===== src/rtl/evu_pkg.sv =====
package evu_pkg;

   localparam int NCLS = 16;
   localparam int CW   = 4;
   localparam int OFFW = 14;

   typedef enum logic [CW-1:0] {
      CLS_RESET   = 4'd0,
      CLS_MCHK    = 4'd1,
      CLS_IACV    = 4'd2,
      CLS_INTR    = 4'd3,
      CLS_IMISS   = 4'd4,
      CLS_IPAGE   = 4'd5,
      CLS_DMISS1  = 4'd6,
      CLS_DMISS2  = 4'd7,
      CLS_ALIGN   = 4'd8,
      CLS_DPAGE   = 4'd9,
      CLS_DACV    = 4'd10,
      CLS_ILLOP   = 4'd11,
      CLS_ARITH   = 4'd12,
      CLS_OVF     = 4'd13,
      CLS_FPOFF   = 4'd14,
      CLS_PRIVCAL = 4'd15
   } evu_cls_e;

   function automatic logic [OFFW-1:0] cls_offset(input logic [CW-1:0] c);
      logic [OFFW-1:0] o;
      case (evu_cls_e'(c))
         CLS_RESET:   o = 14'h0001;
         CLS_MCHK:    o = 14'h0401;
         CLS_IACV:    o = 14'h0081;
         CLS_INTR:    o = 14'h0101;
         CLS_IMISS,
         CLS_IPAGE:   o = 14'h0181;
         CLS_DMISS1:  o = 14'h0201;
         CLS_DMISS2:  o = 14'h0281;
         CLS_ALIGN:   o = 14'h0301;
         CLS_DPAGE,
         CLS_DACV:    o = 14'h0381;
         CLS_ILLOP:   o = 14'h0481;
         CLS_ARITH,
         CLS_OVF:     o = 14'h0501;
         CLS_FPOFF:   o = 14'h0581;
         default:     o = 14'h2001;
      endcase
      return o;
   endfunction

endpackage


===== src/rtl/evu_prio.sv =====
module evu_prio #(
   parameter int N = 16,
   parameter int W = 4
) (
   input  logic [N-1:0] req,
   output logic         any,
   output logic [W-1:0] idx
);
   if (N > (1 << W)) begin : g_bad
      $error("evu_prio: index width too small");
   end

   always_comb begin
      idx = '0;
      for (int i = N - 1; i >= 0; i--) begin
         if (req[i]) idx = W'(i);
      end
   end

   assign any = |req;
endmodule


===== src/rtl/evu_target.sv =====
module evu_target
   import evu_pkg::*;
#(
   parameter int AW   = 32,
   parameter int ISZ  = 4
) (
   input  logic [AW-1:0] base,
   input  logic [CW-1:0] cls,
   output logic [AW-1:0] hpc,
   output logic [AW-1:0] npc
);
   localparam int PADW = AW - OFFW;

   logic [AW-1:0] off_ext;

   assign off_ext = {{PADW{1'b0}}, cls_offset(cls)};
   assign hpc     = base + off_ext;
   assign npc     = hpc + AW'(ISZ);
endmodule


===== src/rtl/evu_retaddr.sv =====
module evu_retaddr
   import evu_pkg::*;
#(
   parameter int              AW         = 32,
   parameter int              ISZ        = 4,
   parameter logic [NCLS-1:0] FORCE_MASK = 16'h7FF7
) (
   input  logic          clk,
   input  logic          rst_n,
   input  logic          take,
   input  logic [CW-1:0] cls,
   input  logic [AW-1:0] pc,
   input  logic          priv,
   input  logic          skip,
   output logic [AW-1:0] epc
);
   logic          capture;
   logic [AW-1:0] src;
   logic [AW-1:0] nxt;

   assign capture = FORCE_MASK[cls] || !priv;
   assign src     = capture ? pc : epc;
   assign nxt     = skip ? (src + AW'(ISZ)) : src;

   always_ff @(posedge clk) begin
      if (!rst_n)    epc <= '0;
      else if (take) epc <= nxt;
   end
endmodule


===== src/rtl/evu_counters.sv =====
module evu_counters #(
   parameter int N    = 16,
   parameter int W    = 4,
   parameter int CNTW = 8,
   parameter bit SAT  = 1'b0
) (
   input  logic            clk,
   input  logic            rst_n,
   input  logic            inc,
   input  logic [W-1:0]    inc_idx,
   input  logic [W-1:0]    rd_idx,
   output logic [CNTW-1:0] rd_val
);
   logic [CNTW-1:0] cnt [N];

   for (genvar g = 0; g < N; g++) begin : g_cnt
      logic hit;
      assign hit = inc && (inc_idx == W'(g));
      if (SAT) begin : g_sat
         always_ff @(posedge clk) begin
            if (!rst_n)                   cnt[g] <= '0;
            else if (hit && ~&cnt[g])     cnt[g] <= cnt[g] + 1'b1;
         end
      end else begin : g_wrap
         always_ff @(posedge clk) begin
            if (!rst_n)   cnt[g] <= '0;
            else if (hit) cnt[g] <= cnt[g] + 1'b1;
         end
      end
   end

   always_comb begin
      rd_val = '0;
      for (int i = 0; i < N; i++) begin
         if (rd_idx == W'(i)) rd_val = cnt[i];
      end
   end
endmodule


===== src/rtl/evu_top.sv =====
module evu_top
   import evu_pkg::*;
#(
   parameter int              AW         = 32,
   parameter int              CNTW       = 8,
   parameter bit              CNT_SAT    = 1'b0,
   parameter logic [31:0]     BASE_RST   = 32'h0000_8000,
   parameter logic [NCLS-1:0] FORCE_MASK = 16'h7FF7
) (
   input  logic            clk,
   input  logic            rst_n,
   input  logic [15:0]     fault_vec,
   input  logic [AW-1:0]   pc_in,
   input  logic            priv_in,
   input  logic            skip_in,
   input  logic            base_we,
   input  logic [AW-1:0]   base_wdata,
   input  logic [3:0]      cnt_sel,
   output logic            redirect,
   output logic [AW-1:0]   redirect_pc,
   output logic [AW-1:0]   next_pc,
   output logic [3:0]      taken_class,
   output logic [AW-1:0]   epc,
   output logic [CNTW-1:0] cnt_val
);
   localparam int ISZ = 4;

   if (AW < 16) begin : g_aw_chk
      $error("evu_top: AW must hold the largest vector offset");
   end
   if (CNTW < 1) begin : g_cw_chk
      $error("evu_top: CNTW must be positive");
   end

   logic [AW-1:0] base_q;
   logic          any_req;
   logic [CW-1:0] win;
   logic [AW-1:0] hpc_c;
   logic [AW-1:0] npc_c;

   always_ff @(posedge clk) begin
      if (!rst_n)       base_q <= AW'(BASE_RST);
      else if (base_we) base_q <= base_wdata;
   end

   evu_prio #(.N(NCLS), .W(CW)) u_prio (
      .req (fault_vec),
      .any (any_req),
      .idx (win)
   );

   evu_target #(.AW(AW), .ISZ(ISZ)) u_target (
      .base (base_q),
      .cls  (win),
      .hpc  (hpc_c),
      .npc  (npc_c)
   );

   evu_retaddr #(.AW(AW), .ISZ(ISZ), .FORCE_MASK(FORCE_MASK)) u_ret (
      .clk   (clk),
      .rst_n (rst_n),
      .take  (any_req),
      .cls   (win),
      .pc    (pc_in),
      .priv  (priv_in),
      .skip  (skip_in),
      .epc   (epc)
   );

   evu_counters #(.N(NCLS), .W(CW), .CNTW(CNTW), .SAT(CNT_SAT)) u_cnt (
      .clk     (clk),
      .rst_n   (rst_n),
      .inc     (any_req),
      .inc_idx (win),
      .rd_idx  (cnt_sel),
      .rd_val  (cnt_val)
   );

   always_ff @(posedge clk) begin
      if (!rst_n) begin
         redirect    <= 1'b0;
         redirect_pc <= '0;
         next_pc     <= '0;
         taken_class <= '0;
      end else begin
         redirect <= any_req;
         if (any_req) begin
            redirect_pc <= hpc_c;
            next_pc     <= npc_c;
            taken_class <= win;
         end
      end
   end
endmodule


===== config.mk =====
export PLATFORM = sky130hd
export DESIGN_NAME = evu_top
export DESIGN_NICKNAME = d
export VERILOG_FILES = /design/src/rtl/evu_pkg.sv /design/src/rtl/evu_prio.sv /design/src/rtl/evu_target.sv /design/src/rtl/evu_retaddr.sv /design/src/rtl/evu_counters.sv /design/src/rtl/evu_top.sv
export SDC_FILE = /design/constraint.sdc
export NUM_CORES = 1
export LEC_CHECK = 0
export BUFFER_PORTS_ARGS = -buffer_cell sky130_fd_sc_hd__buf_2
export CORE_ASPECT_RATIO = 2
export CORE_UTILIZATION = 45
export CTS_CLUSTER_SIZE = 20
export DETAILED_ROUTE_END_ITERATION = 12
export GPL_ROUTABILITY_DRIVEN = 0
export SETUP_SLACK_MARGIN = 0.5
export SYNTH_ARGS = -nofsm -noshare
export SYNTH_HDL_FRONTEND = slang
export SYNTH_SLANG_ARGS = --single-unit
export TNS_END_PERCENT = 30

===== constraint.sdc =====
create_clock -name clk -period 14.15 [get_ports clk]
set_input_delay 4.245 -clock clk [delete_from_list [all_inputs] [get_ports clk]]
set_output_delay 4.245 -clock clk [all_outputs]
set_load 0.02 [all_outputs]

==> impl_metrics.tcl <==
set metrics [dict create \
    outcome "completed" \
    netlist_area_um2 16000 \
    tightest_slew_ns 1.26 \
    max_freq_mhz 87.3 \
    synth-edff-count 128 \
    grt_antenna_before_repair 6 \
    cp-start-kind "input port" \
    yosysWarningCount 0 \
    synth_cells 1827 \
    critPathArrivalTime_ns 7.21 \
    period_minus_slack_ns 11.45 \
    num_rows 97 \
    hpwl_um 39100 \
    synthTopCellsByArea "edfxtp_1 24%, dfxtp_1 16%, nor2_1 6.6%" \
    nFillCells 3349 \
    syn_nets 1940 \
    fin_nets 2077 \
    fin_crit_sh 0.810 \
    hold_viol 0 \
    hold_buffers 0 \
    pin_count 198 \
    synthFlopType "dfxtp_1" \
    cts_made_buffers 26 \
    hold_start "next_pc[11]" \
    portBuffers 197 \
    rsz0062_at_grt "false" \
    avgViaCountPerCell 5.98 \
    yosysSeqAreaShare 0.403 \
    insertion_delay_ns 0.56 \
    place_area_um2 17300 \
    drt_first_pass_iters 5 \
    p_leak_uw 0.00726 \
    initial_utilization 0.457 \
    finalMaxSlewViolations 0 \
    yosysUniqueCellTypes 90 \
    synth_top_cell_area_share 0.240 \
    critPathMaxFanout 38 \
    grt_pass1_wl_um 80100 \
    finalWirelength_um 52200 \
    die_x_um 135 \
    route.detailed.drc 0 \
    peakVddDrop_mv 0.0990 \
    dr.first_iter.drc_count 810 \
    postCtsSetupBuffers 0 \
    htreeDepth 1 \
    dr_wl_met3_um 2510 \
    grt_pass1_vias 14500 \
    die_area_um2 36400 \
    fin_skew_ns 0.0222 \
    die_h_um 269 \
    crit_required_ns 9.90 \
    track_usage 0.286 \
    min_path_type "reg2reg" \
    cap_viol_max_count 0 \
    wl_per_cell_um 21.5 \
    top_layer_used "met5" \
    m1WireLength_um 17400 \
    clk_pin_slew_worst_paths_ns 0.06 \
    crit_start "cnt_sel[1]" \
    cts-root-buf "clkbuf_16" \
    path_class "in2out" \
    yosysTopAreaCell "edfxtp_1" \
    wl_met2_um 28600 \
    syn2layout_area_growth_pct 13.6 \
    core_area_um2 35100 \
    overflow 0 \
    via_count 14500 \
    cp-end-kind "primary output" \
    drive_above_1_share 0.159 \
    setup-tns-final_ns 0 \
    antenna_left 0 \
    cts_sinks 259 \
    synth_seq_cells 259 \
    slew_headroom 0.154 \
    syn_avg_cell_area_um2 8.78 \
    rr_startpoint "base_q[0]" \
    grt_start_max_net_pins 74 \
    setup_viol 0 \
    final_area_um2 18200 \
    cts_resized 0 \
    cts_tree "built" \
    clockBufferDepth 3 \
    async_flop_share 0 \
    powerDensity_nw_per_um2 102 \
]
## critical path: stages
cell and delay [ns]:
buf_2 0.53, clkinv_1 0.64, o221a_2 0.30, a311oi_1 0.25, a21oi_1 0.08, o22ai_1 0.32, o21ai_0 0.15, o2bb2ai_1 0.14
a221oi_1 0.33, buf_2 0.22
## registers in the layout, indices dropped and copies added (netlist names)
name and cells:
redirect_pc 32, u_cnt.cnt 128, base_q 32, redirect 1, next_pc 30, taken_class 4, u_ret.epc 32
## final timing paths
check	endpoint	slack (ns)	cells after the start
worst max-delay path	cnt_val[2]	2.70	10
worst min-delay path	next_pc[11]	0.45	2
worst max register to register	next_pc[31]	10.54	9
worst min register to register	next_pc[11]	0.45	2
## report_power, final
group / switching (uW) / total [uW] / internal [uW]
clock: 306 / 746 / 440
sequential: 50.4 / 875 / 825
combinational: 146 / 233 / 86.7
## cells by family (layout without fill, tap and decap cells)
| group | count (synthesis) | count (layout) | share of synthesized area |
|---|---|---|---|
| muxes | 112 | 112 | 0.0756 |
| xor gates and xnor gates | 144 | 144 | 0.0786 |
| adders and majority gates | 24 | 24 | 0.0187 |
| other | 0 | 1 | 0 |
| DFF | 259 | 259 | 0.403 |
| buffers and inverters | 134 | 290 | 0.0337 |
| and+or+nand+nor | 801 | 801 | 0.238 |
| AOI/OAI and AO/OA | 353 | 353 | 0.152 |
## layout by cell type (no fill, tap or decap), types with 6 or more instances in the layout
master       n
nor2_1     280
inv_1       29
a2bb2oi_1    8
o211ai_1     9
edfxtp_1   128
clkbuf_16   28
nand4_1     28
nor3_1      28
a211oi_1    36
nand3b_1    11
xnor2_1     54
nand2_1    165
o31ai_1      8
dfxtp_1    131
mux2_2      29
or3_1        9
mux2i_1     75
a211o_1      6
a31oi_1     26
o21ai_1     11
o22ai_1     20
and2_1      17
nor3b_1      9
nand3_1    136
buf_4       15
nand2b_1     9
xor2_1      90
a21oi_1     64
ha_1        24
buf_2      197
o21ai_0     76
nor4b_1      6
o2111ai_1   10
nor4_1      10
and3_1      56
a221oi_1     6
## synth_stat cells (all sizes together), types with 24 or more instances
cell type / instances
a21oi: 64
clkbuf: 72
inv: 30
mux2: 33
mux2i: 75
xnor2: 54
a31oi: 27
a211oi: 38
edfxtp: 128
buf: 31
ha: 24
dfxtp: 131
nand2: 165
nor2: 281
nand3: 138
o21ai: 87
nor3: 29
xor2: 90
nand4: 29
and3: 57
## layout make-up
type | count | area [um^2] | share of cell area
inverters | 31 | 118 | 0.00646
flip-flops and latches | 259 | 6470 | 0.355
well taps | 445 | 557 | 0.0306
multi-input cells | 1434 | 9070 | 0.498
clock buffers | 41 | 797 | 0.0438
diodes | 1 | 2.50 | 0.000137
repair buffers | 212 | 1100 | 0.0603
clock inverters | 6 | 105 | 0.00577
## layer usage
metal / vias up / global-route usage
met2: 410 / 0.558
li1: 6978 / -
met1: 6952 / 0.266
met3: 167 / 0.0449
met5: - / 0
met4: 8 / 0.190
## stage by stage
| step | total power, uW | cells | hold WS (ns) | setup WS [ns] | util |
|---|---|---|---|---|---|
| 5_1_grt | 1910 | 2429 | 0.471 | 2.44 | 0.519 |
| 3_3_place_gp | 1120 | 2381 | 0.437 | 2.77 | 0.493 |
| 2_1_floorplan | 1030 | 1827 | 0.467 | 3.56 | - |
| 6_report | 1850 | 2429 | 0.454 | 2.70 | 0.519 |
| 4_1_cts | 1870 | 2428 | 0.460 | 2.70 | 0.519 |
| 3_5_place_dp | 1120 | 2381 | 0.443 | 2.69 | 0.493 |
Note: power is estimated with default switching activity, not from simulation.
